File: config.mk
export PLATFORM = sky130hd
export DESIGN_NAME = kmp_stream_matcher
export DESIGN_NICKNAME = d
export VERILOG_FILES = /design/src/rtl/kmp_pkg.sv /design/src/rtl/kmp_char_fifo.sv /design/src/rtl/kmp_pattern_store.sv /design/src/rtl/kmp_step_unit.sv /design/src/rtl/kmp_stream_matcher.sv
export SDC_FILE = /design/constraint.sdc
export NUM_CORES = 1
export LEC_CHECK = 0
export ABC_AREA = 1
export BUFFER_PORTS_ARGS = -buffer_cell sky130_fd_sc_hd__clkbuf_2
export CORE_MARGIN = 1.5
export CORE_UTILIZATION = 50
export CTS_CLUSTER_SIZE = 16
export DETAILED_ROUTE_END_ITERATION = 12
export GPL_TIMING_DRIVEN = 0
export HOLD_SLACK_MARGIN = 0.06
export PLACE_DENSITY = 0.68
export SETUP_SLACK_MARGIN = 0.4
export SYNTH_ARGS = -nofsm -noshare
export SYNTH_HDL_FRONTEND = slang
export SYNTH_SLANG_ARGS = --single-unit
export TNS_END_PERCENT = 10
File: constraint.sdc
create_clock -name clk -period 11.4 [get_ports clk]
set_input_delay 3.42 -clock clk [delete_from_list [all_inputs] [get_ports clk]]
set_output_delay 3.42 -clock clk [all_outputs]
set_load 0.02 [all_outputs]
File: src/rtl/kmp_pkg.sv
package kmp_pkg;

    typedef enum logic [1:0] {
        S_IDLE   = 2'd0,
        S_RUN    = 2'd1,
        S_DRAIN  = 2'd2,
        S_FINISH = 2'd3
    } mstate_t;

    typedef enum logic [1:0] {
        SEL_CHAR = 2'd0,
        SEL_FAIL = 2'd1,
        SEL_LEN  = 2'd2
    } cfg_sel_t;

    typedef enum logic [2:0] {
        STEP_NONE     = 3'd0,
        STEP_ADVANCE  = 3'd1,
        STEP_FALLBACK = 3'd2,
        STEP_SKIP     = 3'd3,
        STEP_RETREAT  = 3'd4
    } step_t;

endpackage

File: src/rtl/kmp_char_fifo.sv
module kmp_char_fifo #(
    parameter int W     = 8,
    parameter int DEPTH = 4
) (
    input  logic         clk,
    input  logic         rst_n,
    input  logic         push,
    input  logic [W-1:0] push_data,
    input  logic         pop,
    output logic [W-1:0] head,
    output logic         empty,
    output logic         full
);
    localparam int AW = (DEPTH > 1) ? $clog2(DEPTH) : 1;
    localparam int CW = $clog2(DEPTH + 1);

    logic [W-1:0]  mem [DEPTH];
    logic [AW-1:0] wr_ptr;
    logic [AW-1:0] rd_ptr;
    logic [CW-1:0] count;

    function automatic logic [AW-1:0] wrap_inc(input logic [AW-1:0] p);
        return (p == AW'(DEPTH - 1)) ? '0 : p + AW'(1);
    endfunction

    always_ff @(posedge clk or negedge rst_n) begin
        if (!rst_n) begin
            wr_ptr <= '0;
            rd_ptr <= '0;
            count  <= '0;
        end else begin
            if (push) begin
                wr_ptr <= wrap_inc(wr_ptr);
            end
            if (pop) begin
                rd_ptr <= wrap_inc(rd_ptr);
            end
            unique case ({push, pop})
                2'b10:   count <= count + CW'(1);
                2'b01:   count <= count - CW'(1);
                default: count <= count;
            endcase
        end
    end

    always_ff @(posedge clk) begin
        if (push) begin
            mem[wr_ptr] <= push_data;
        end
    end

    always_comb begin
        head  = mem[rd_ptr];
        empty = (count == '0);
        full  = (count == CW'(DEPTH));
    end

    assert_no_overflow_R3: assert property (@(posedge clk) disable iff (!rst_n)
        count <= CW'(DEPTH));

    assert_no_underflow_R3: assert property (@(posedge clk) disable iff (!rst_n)
        pop |-> !empty);

    assert_push_room_R3: assert property (@(posedge clk) disable iff (!rst_n)
        full |-> !push || pop);

endmodule

File: src/rtl/kmp_pattern_store.sv
module kmp_pattern_store
    import kmp_pkg::*;
#(
    parameter int CHAR_W  = 8,
    parameter int MAX_LEN = 16,
    parameter int LEN_W   = $clog2(MAX_LEN + 1)
) (
    input  logic              clk,
    input  logic              rst_n,
    input  logic              wr_en,
    input  logic [1:0]        wr_sel,
    input  logic [LEN_W-1:0]  wr_addr,
    input  logic [CHAR_W-1:0] wr_data,
    input  logic [LEN_W-1:0]  j,
    output logic [CHAR_W-1:0] pat_j,
    output logic [CHAR_W-1:0] pat_fj,
    output logic [LEN_W-1:0]  fail_j,
    output logic [LEN_W-1:0]  fail_len,
    output logic [LEN_W-1:0]  len
);
    localparam int PIDX_W = (MAX_LEN > 1) ? $clog2(MAX_LEN) : 1;

    logic [CHAR_W-1:0] pat_mem  [MAX_LEN];
    logic [LEN_W-1:0]  fail_mem [MAX_LEN + 1];
    logic [LEN_W-1:0]  len_q;

    always_ff @(posedge clk or negedge rst_n) begin
        if (!rst_n) begin
            for (int i = 0; i < MAX_LEN; i++) begin
                pat_mem[i] <= '0;
            end
            for (int i = 0; i <= MAX_LEN; i++) begin
                fail_mem[i] <= '0;
            end
            len_q <= '0;
        end else if (wr_en) begin
            unique case (cfg_sel_t'(wr_sel))
                SEL_CHAR: begin
                    if (wr_addr < LEN_W'(MAX_LEN)) begin
                        pat_mem[wr_addr[PIDX_W-1:0]] <= wr_data;
                    end
                end
                SEL_FAIL: begin
                    if (wr_addr <= LEN_W'(MAX_LEN)) begin
                        fail_mem[wr_addr] <= wr_data[LEN_W-1:0];
                    end
                end
                SEL_LEN: begin
                    len_q <= (wr_data > CHAR_W'(MAX_LEN)) ? LEN_W'(MAX_LEN)
                                                          : wr_data[LEN_W-1:0];
                end
                default: ;
            endcase
        end
    end

    always_comb begin
        fail_j   = fail_mem[j];
        pat_j    = pat_mem[j[PIDX_W-1:0]];
        pat_fj   = pat_mem[fail_j[PIDX_W-1:0]];
        fail_len = fail_mem[len_q];
        len      = len_q;
    end

endmodule

File: src/rtl/kmp_step_unit.sv
module kmp_step_unit
    import kmp_pkg::*;
#(
    parameter int CHAR_W = 8,
    parameter int LEN_W  = 5
) (
    input  logic              head_valid,
    input  logic [CHAR_W-1:0] head,
    input  logic [LEN_W-1:0]  j,
    input  logic [LEN_W-1:0]  len,
    input  logic [CHAR_W-1:0] pat_j,
    input  logic [CHAR_W-1:0] pat_fj,
    input  logic [LEN_W-1:0]  fail_j,
    input  logic [LEN_W-1:0]  fail_len,
    output logic              consume,
    output logic              full_hit,
    output logic [LEN_W-1:0]  j_next
);
    step_t            step;
    logic [LEN_W-1:0] j_adv;
    logic             hit_a;
    logic             hit_b;

    always_comb begin
        hit_a = (head == pat_j);
        hit_b = (head == pat_fj);
        step  = STEP_NONE;
        j_adv = j;
        if (head_valid) begin
            if (len == '0) begin
                step  = STEP_SKIP;
                j_adv = '0;
            end else if (hit_a) begin
                step  = STEP_ADVANCE;
                j_adv = j + LEN_W'(1);
            end else if (j == '0) begin
                step  = STEP_SKIP;
                j_adv = '0;
            end else if (hit_b) begin
                step  = STEP_FALLBACK;
                j_adv = fail_j + LEN_W'(1);
            end else begin
                step  = STEP_RETREAT;
                j_adv = fail_j;
            end
        end
        consume  = (step == STEP_ADVANCE) || (step == STEP_FALLBACK) || (step == STEP_SKIP);
        full_hit = (step == STEP_ADVANCE) && (j_adv == len);
        j_next   = full_hit ? fail_len : j_adv;
    end

endmodule

File: src/rtl/kmp_stream_matcher.sv
module kmp_stream_matcher
    import kmp_pkg::*;
#(
    parameter int CHAR_W     = 8,
    parameter int MAX_LEN    = 16,
    parameter int FIFO_DEPTH = 4,
    parameter int POS_W      = 16,
    localparam int LEN_W     = $clog2(MAX_LEN + 1)
) (
    input  logic              clk,
    input  logic              rst_n,
    input  logic              cfg_we,
    input  logic [1:0]        cfg_sel,
    input  logic [LEN_W-1:0]  cfg_addr,
    input  logic [CHAR_W-1:0] cfg_data,
    input  logic              in_valid,
    input  logic [CHAR_W-1:0] in_data,
    input  logic              in_last,
    output logic              in_ready,
    output logic              match_pulse,
    output logic [POS_W-1:0]  match_pos,
    output logic              done
);
    mstate_t           state;
    mstate_t           state_nx;
    logic              cfg_take;
    logic              accept;
    logic              fifo_empty;
    logic              fifo_full;
    logic [CHAR_W-1:0] head;
    logic [LEN_W-1:0]  j;
    logic [LEN_W-1:0]  j_next;
    logic [LEN_W-1:0]  len;
    logic [LEN_W-1:0]  fail_j;
    logic [LEN_W-1:0]  fail_len;
    logic [CHAR_W-1:0] pat_j;
    logic [CHAR_W-1:0] pat_fj;
    logic              consume;
    logic              full_hit;
    logic [POS_W-1:0]  pos_cnt;
    logic              match_q;
    logic [POS_W-1:0]  pos_q;

    kmp_char_fifo #(.W(CHAR_W), .DEPTH(FIFO_DEPTH)) u_fifo (
        .clk       (clk),
        .rst_n     (rst_n),
        .push      (accept),
        .push_data (in_data),
        .pop       (consume),
        .head      (head),
        .empty     (fifo_empty),
        .full      (fifo_full)
    );

    kmp_pattern_store #(.CHAR_W(CHAR_W), .MAX_LEN(MAX_LEN), .LEN_W(LEN_W)) u_store (
        .clk      (clk),
        .rst_n    (rst_n),
        .wr_en    (cfg_take),
        .wr_sel   (cfg_sel),
        .wr_addr  (cfg_addr),
        .wr_data  (cfg_data),
        .j        (j),
        .pat_j    (pat_j),
        .pat_fj   (pat_fj),
        .fail_j   (fail_j),
        .fail_len (fail_len),
        .len      (len)
    );

    kmp_step_unit #(.CHAR_W(CHAR_W), .LEN_W(LEN_W)) u_step (
        .head_valid (!fifo_empty),
        .head       (head),
        .j          (j),
        .len        (len),
        .pat_j      (pat_j),
        .pat_fj     (pat_fj),
        .fail_j     (fail_j),
        .fail_len   (fail_len),
        .consume    (consume),
        .full_hit   (full_hit),
        .j_next     (j_next)
    );

    // state register
    always_ff @(posedge clk or negedge rst_n) begin
        if (!rst_n) begin
            state <= S_IDLE;
        end else begin
            state <= state_nx;
        end
    end

    // transitions
    always_comb begin
        state_nx = state;
        unique case (state)
            S_IDLE:   if (accept) state_nx = in_last ? S_DRAIN : S_RUN;
            S_RUN:    if (accept && in_last) state_nx = S_DRAIN;
            S_DRAIN:  if (fifo_empty) state_nx = S_FINISH;
            S_FINISH: state_nx = S_IDLE;
            default:  state_nx = S_IDLE;
        endcase
    end

    // outputs
    always_comb begin
        cfg_take    = cfg_we && (state == S_IDLE);
        in_ready    = !fifo_full && (((state == S_IDLE) && !cfg_we) || (state == S_RUN));
        accept      = in_valid && in_ready;
        done        = (state == S_FINISH);
        match_pulse = match_q;
        match_pos   = pos_q;
    end

    // matcher datapath
    always_ff @(posedge clk or negedge rst_n) begin
        if (!rst_n) begin
            j       <= '0;
            pos_cnt <= '0;
            match_q <= 1'b0;
            pos_q   <= '0;
        end else begin
            match_q <= full_hit;
            if (full_hit) begin
                pos_q <= pos_cnt;
            end
            if (!fifo_empty) begin
                j <= j_next;
            end
            if (consume) begin
                pos_cnt <= pos_cnt + POS_W'(1);
            end
            if (state == S_FINISH || cfg_take) begin
                j       <= '0;
                pos_cnt <= '0;
            end
        end
    end

    assert_prefix_bound_R1: assert property (@(posedge clk) disable iff (!rst_n)
        (len != '0) |-> (j < len));

    assert_match_in_stream_R1: assert property (@(posedge clk) disable iff (!rst_n)
        match_pulse |-> (state == S_RUN || state == S_DRAIN));

    assert_idle_buffer_empty_R4: assert property (@(posedge clk) disable iff (!rst_n)
        (state == S_IDLE) |-> fifo_empty);

    assert_cfg_locked_R5: assert property (@(posedge clk) disable iff (!rst_n)
        (state != S_IDLE) |=> $stable(len));

    assert_done_single_R6: assert property (@(posedge clk) disable iff (!rst_n)
        done |=> !done);

    assert_done_drained_R6: assert property (@(posedge clk) disable iff (!rst_n)
        done |-> (fifo_empty && !in_ready));

endmodule

==> results of run 1 <==
through the flow:
| step | hold WS (ps) | setup slack (ps) | power (uW) | std cells |
|---|---|---|---|---|
| after floorplan | 453 | 4260 | 2690 | 2189 |
| after global placement | 462 | 1440 | 3370 | 2675 |
| after detailed placement | 465 | 4080 | 3400 | 2677 |
| after CTS | 482 | 4070 | 4580 | 2738 |
| after global routing | 503 | 4040 | 4880 | 2738 |
| final | 479 | 4080 | 4670 | 2738 |
registers in the layout, indices dropped and copies added, names as in the netlist, 3 cells and up:
register / count
u_fifo.count: 3
pos_cnt: 16
j: 5
u_store.fail_mem: 85
u_store.len: 5
match_pos: 16
u_store.pat_mem: 128
u_fifo.mem: 32
cell families after synthesis:
group	after synthesis
compound gates	512
xor+xnor	14
buf+inv	282
fa+ha+maj	16
simple gates	1068
flops	297
metal layers:
layer	part of all wire (%)	GRT usage, %
met3	13	9.09
met5	0	0
met4	4.3	14.8
met2	42	52.2
met1	41	51.5
power by group through the flow:
| stage | Combinational (uW) | Sequential (uW) | Clock (uW) |
|---|---|---|---|
| global placement | 2120 | 1250 | 0 |
| detailed placement | 2150 | 1250 | 0 |
| finish | 2250 | 1240 | 1180 |
| floorplan | 1450 | 1230 | 0 |
| global route | 2400 | 1250 | 1230 |
| CTS | 2160 | 1230 | 1190 |
layout make-up:
class	instances	area share, %
Multi-Input combinational cell	1610	41.2
Tap cell	442	2.99
Buffer	133	3.76
Clock buffer	46	5.23
Sequential cell	297	41.1
Clock inverter	15	1.20
Timing Repair Buffer	46	1.54
Inverter	149	3.04
synthesized netlist by cell type, drive strengths merged (4+ instances only):
| cell | n | area share, % |
|---|---|---|
| a32oi | 8 | 0.43 |
| a221oi | 5 | 0.27 |
| nand4 | 6 | 0.23 |
| buf | 61 | 2.6 |
| ha | 15 | 1.1 |
| nor2 | 122 | 3.0 |
| o211ai | 17 | 0.78 |
| xor2 | 10 | 0.53 |
| a21oi | 100 | 3.0 |
| nand3b | 9 | 0.41 |
| nand3 | 243 | 7.5 |
| o21ai | 340 | 10 |
| xnor2 | 4 | 0.21 |
| nor3 | 16 | 0.62 |
| nand2 | 661 | 15 |
| clkbuf | 72 | 1.6 |
| nor4 | 5 | 0.19 |
| inv | 147 | 3.4 |
| o311ai | 10 | 0.53 |
| dfrtp | 265 | 40 |
| edfxtp | 32 | 5.8 |
| o22ai | 14 | 0.53 |
| or2 | 5 | 0.19 |
worst paths after layout:
kind | slack, ps | startpoint | endpoint | cells after the start
setup / recovery | 4080 | cfg_we | in_ready | 5
hold / removal | 480 | match_pos[3] | match_pos[3] | 2
setup reg to reg | 6120 | j[1] | u_fifo.count[2] | 19
hold reg to reg | 480 | match_pos[3] | match_pos[3] | 2
max in group asynchronous | 7540 | rst_n | u_store.pat_mem[71] | 2
min in group asynchronous | 2900 | rst_n | u_store.fail_mem[31] | 1
critical path, cell delays in order:
cell and delay, ps:
clkbuf_2 90, nor2_1 40, o21ai_0 140, inv_1 70, clkbuf_2 150
==> results_dict.tcl, run 1 <==
set metrics [dict create \
    critPathMaxFanout 2 \
    grt_overflow 0 \
    dp_hpwl_um 42100 \
    final_util_pct 57.0 \
    coreArea_mm2 0.0325 \
    layout-drive-gt1-share_pct 8.28 \
    dpl_cell_area_mm2 0.0173 \
    synth.net_count 2233 \
    rows 66 \
    maxCapViolCount 0 \
    clk_latency_ps 560 \
    leakagePower_uw 0.00832 \
    pwr-share-comb_pct 48.2 \
    hold_viol_final 0 \
    postSynthCellCount 2189 \
    finalCritPeriodShare_pct 64.3 \
    yosysUniqueCellTypes 51 \
    seq_power_share_pct 26.5 \
    finalSetupTns_ps 0 \
    cts_buffers 34 \
    fillers 3083 \
    maxSlewViolCount 0 \
    required_ps 7980 \
    synthArstFlopShare_pct 89.2 \
    area_growth_pct 12.3 \
    drtPass1Iterations 6 \
    drc 0 \
    swShare_pct 45.7 \
    die_width_um 184 \
    dieArea_mm2 0.0340 \
    fmax_mhz 137 \
    synth_compound_area_share_pct 16.8 \
    clock_sinks 297 \
    cellPowerDensity_mw_per_mm2 253 \
    holdBufCountCts 0 \
    grt_pass1_wl_um 91500 \
    synth_top_family_by_area "simple AND/OR/NAND/NOR gates" \
    wire_per_inst_um 22.0 \
    crit_type "input pin to output pin" \
    cts_max_level 2 \
    synthSimpleGateAreaFrac_pct 27.4 \
    finalNetCount 2315 \
    hold_path.class "flip-flop to flip-flop" \
    synth-edff-count 32 \
    grt_max_degree 113 \
    post_cts.repair.setup_buffers 0 \
    final_area_mm2 0.0185 \
    via_count 16400 \
    initial_core_util_pct 50.7 \
    cts_tree "yes" \
    p_clk_share_pct 25.3 \
    layout_commonest_cell "nand2_1" \
    rsz0062_at_grt "false" \
    finalWirelength_um 60300 \
    synth_ff_type "dfrtp_1" \
    vias_per_cell 5.99 \
    netlist_area_mm2 0.0165 \
    yosys_warnings 0 \
    ant_nets 0 \
    drtIter0Drc 2249 \
    ys_ff_latch 297 \
    slew_headroom_pct 28.1 \
    fin_worst_skew_ps 26.4 \
    gp_congestion 1.01 \
    diodes 0 \
    p_int_uw 2540 \
    worstMarginPinSlew_ps 1080 \
    ys_seq_area_share_pct 46.1 \
    ff_latch_area_mm2 0.00759 \
    p_sw_uw 2130 \
    layout_common_cells "nand2_1, o21ai_0, dfrtp_1" \
    cts-resized-gates 0 \
    status "completed" \
    synth_xor_xnor_area_share_pct 0.745 \
    cp-end-kind "output pin" \
    cp.arrival_ps 3900 \
    ir_drop_mv 0.175 \
    cp-start-kind "input pin" \
    grt_pass1_vias 15200 \
    synth-adder-area-share_pct 1.26 \
    period_minus_slack_ps 7320 \
    cts_root_buffer "clkbuf_16" \
    grt_antenna_before_repair 0 \
    dieHeight_um 184 \
    muxShareOfSynthArea_pct 0 \
    setup_viol 0 \
    synth_area_per_cell_um2 7.52 \
    multi_input_area_mm2 0.00761 \
    clkTransAtPathRegs_ps 60 \
    io_pins 47 \
    track_usage_pct 36.1 \
    io_buffers 44 \
    cts_buffer_depth 3 \
]
Power figures use the tool's default switching activity.
==> run 2, diff against run 1 <==
ABC_AREA = 0   (was 1)
clock period = 7 ns   (was 11.4 ns; I/O delays follow)
==> results_dict.tcl, run 2 <==
set metrics [dict create \
    cp_slowest_cell "a2111oi_0" \
    cts_root_buffer "clkbuf_16" \
    post_cts.repair.setup_buffers 0 \
    yosys_warnings 0 \
    wire_per_inst_um 25.7 \
    final_area_mm2 0.0182 \
    slowest_delay_ps 690 \
    netlist.area_leader.share_pct 40.8 \
    finalCritPeriodShare_pct 89.4 \
    largestRegisters "u_store.pat_mem x128, u_store.fail_mem x85, u_fifo.mem x32" \
    synth.net_count 1327 \
    clk_latency_ps 520 \
    largest_reg_flops 128 \
    fin_worst_skew_ps 19.2 \
    via_count 11800 \
    leakagePower_uw 0.00803 \
    drc 0 \
    cp-start-kind "flip-flop" \
    postSynthCellCount 1283 \
    critPathMaxFanout 10 \
    io_pins 47 \
    grt_max_degree 94 \
    finalWirelength_um 46900 \
    holdBufCountCts 0 \
    finalNetCount 1409 \
    cp.arrival_ps 6700 \
    hold_path.class "flip-flop to flip-flop" \
    layout_commonest_cell "dfrtp_1" \
    initial_core_util_pct 51.2 \
    diodes 0 \
    ys_ff_latch 297 \
    clock_sinks 297 \
    hold_viol_final 0 \
    ant_nets 0 \
    fmax_mhz 160 \
    required_ps 7440 \
    layout_common_cells "dfrtp_1, mux2_2, nand2_1" \
    yosysUniqueCellTypes 76 \
    finalSetupTns_ps 0 \
    cts-resized-gates 0 \
    synth_area_leaders "dfrtp_1, mux2_2, mux4_2" \
    holdCritStartpoint "u_store.len[4]" \
    coreArea_mm2 0.0318 \
    area_growth_pct 12.0 \
    dieArea_mm2 0.0336 \
    synth_ff_type "dfrtp_1" \
    ir_drop_mv 0.223 \
    cts_tree "yes" \
    synth_area_per_cell_um2 12.7 \
    crit_type "flip-flop to flip-flop" \
    worstMarginPinSlew_ps 1100 \
    track_usage_pct 28.6 \
    status "completed" \
    synth-edff-count 32 \
    setup_viol 0 \
    dpl_cell_area_mm2 0.0171 \
    cp_cell_sequence "buf_6 -> nor2_1 -> a22oi_1 -> and3_1 -> buf_2 -> nor3_4 -> inv_2 -> buf_6 -> mux2i_1 -> a2111oi_0 -> a211oi_1 -> xnor2_1 -> nor3_2 -> o211a_1 -> buf_6 -> o41a_1 -> buf_2 -> buf_6 -> ha_1 -> inv_1 -> fa_1 -> xor2_1 -> nor2_1 -> xor2_1" \
    maxCapViolCount 0 \
    r2r-start "j[0]" \
    io_buffers 44 \
    final_util_pct 57.3 \
    rows 65 \
    cellPowerDensity_mw_per_mm2 279 \
    layout-drive-gt1-share_pct 33.6 \
    clkTransAtPathRegs_ps 60 \
    netlist_area_mm2 0.0163 \
    synth_largest_area_cell "dfrtp_1" \
    rsz0062_at_grt "false" \
    dieHeight_um 183 \
    ys_seq_area_share_pct 46.7 \
    grt_pass1_vias 11800 \
    gp_congestion 0.924 \
    grt_antenna_before_repair 0 \
    period_minus_slack_ps 6260 \
    cts_max_level 2 \
    cts_buffers 34 \
    cts_buffer_depth 3 \
    grt_pass1_wl_um 71300 \
    synthArstFlopShare_pct 89.2 \
    slew_headroom_pct 26.6 \
    grt_overflow 0 \
    cp-end-kind "flip-flop" \
    die_width_um 183 \
    maxSlewViolCount 0 \
    yosysMostFrequentCell "dfrtp_1" \
    drtPass1Iterations 5 \
    synth_commonest_cells "dfrtp_1, mux2_2, nand2_1, mux4_2, nor2_1" \
    dp_hpwl_um 32900 \
    crit_top_cell "buf_6" \
    regMostFlops "u_store.pat_mem" \
    crit_path_start "j[0]" \
    vias_per_cell 6.47 \
    drtIter0Drc 1158 \
]
[run 2: metal layers]
metal / part of all wire (%) / vias to the layer above / track usage (%)
li1: - / 5026 / -
met1: 42 / 6025 / 39.9
met2: 45 / 626 / 43.0
met3: 9.3 / 129 / 6.53
met4: 4.0 / 0 / 12.5
met5: 0 / - / 0
[run 2: metrics by stage]
step / total power (uW) / worst slack [ps] / cells / hold WS, ps
floorplan: 2860 / 2220 / 1283 / 463
global placement: 3230 / -1740 / 1762 / 480
detailed placement: 3270 / 1100 / 1764 / 486
CTS: 5090 / 881 / 1825 / 500
global route: 5290 / 492 / 1825 / 519
finish: 5080 / 744 / 1825 / 504
[run 2: layout make-up]
class	count	area [um2]
Sequential cell	297	7590
Multi-Input combinational cell	877	8160
Fill cell	2566	13600
Inverter	23	86.3
Buffer	86	428
Clock buffer	43	936
Timing Repair Buffer	46	284
Clock inverter	18	195
Tap cell	435	544
[run 2: critical path: cells and delay by family (launching register included)]
kind,cells,cell delay (ps)
flip-flops,1,460
adder cells (fa/ha/maj),2,590
AO/OA/AOI/OAI,5,1460
buffers and inverters,8,1430
XOR/XNOR,3,510
AND/OR/NAND/NOR,5,1590
multiplexers,1,130
[run 2: cell families after synthesis]
family                   count (synthesis)  synth area share (%)
multiplexers                           359                  30.4
AND/OR/NAND/NOR                        304                  9.36
flip-flops                             297                  46.7
AO/OA/AOI/OAI                          160                  7.07
buffers and inverters                  109                  3.16
XOR/XNOR                                38                  2.05
adder cells (fa/ha/maj)                 16                  1.28
[run 2: worst paths after layout]
path	slack, ps	to	cells past startpoint
worst max-delay path	740	u_fifo.count[2]	24
worst min-delay path	500	u_store.len[4]	2
worst max register to register	740	u_fifo.count[2]	24
worst min register to register	500	u_store.len[4]	2
max in group asynchronous	4410	u_store.pat_mem[64]	2
min in group asynchronous	1660	u_store.pat_mem[105]	1
[run 2: report_power, final]
| part | internal (uW) | total [uW] | leakage [uW] | switching, uW |
|---|---|---|---|---|
| logic | 493 | 1290 | 0.00352 | 797 |
| registers | 1880 | 1980 | 0.00395 | 100 |
| clock network | 1100 | 1820 | 0.000556 | 719 |
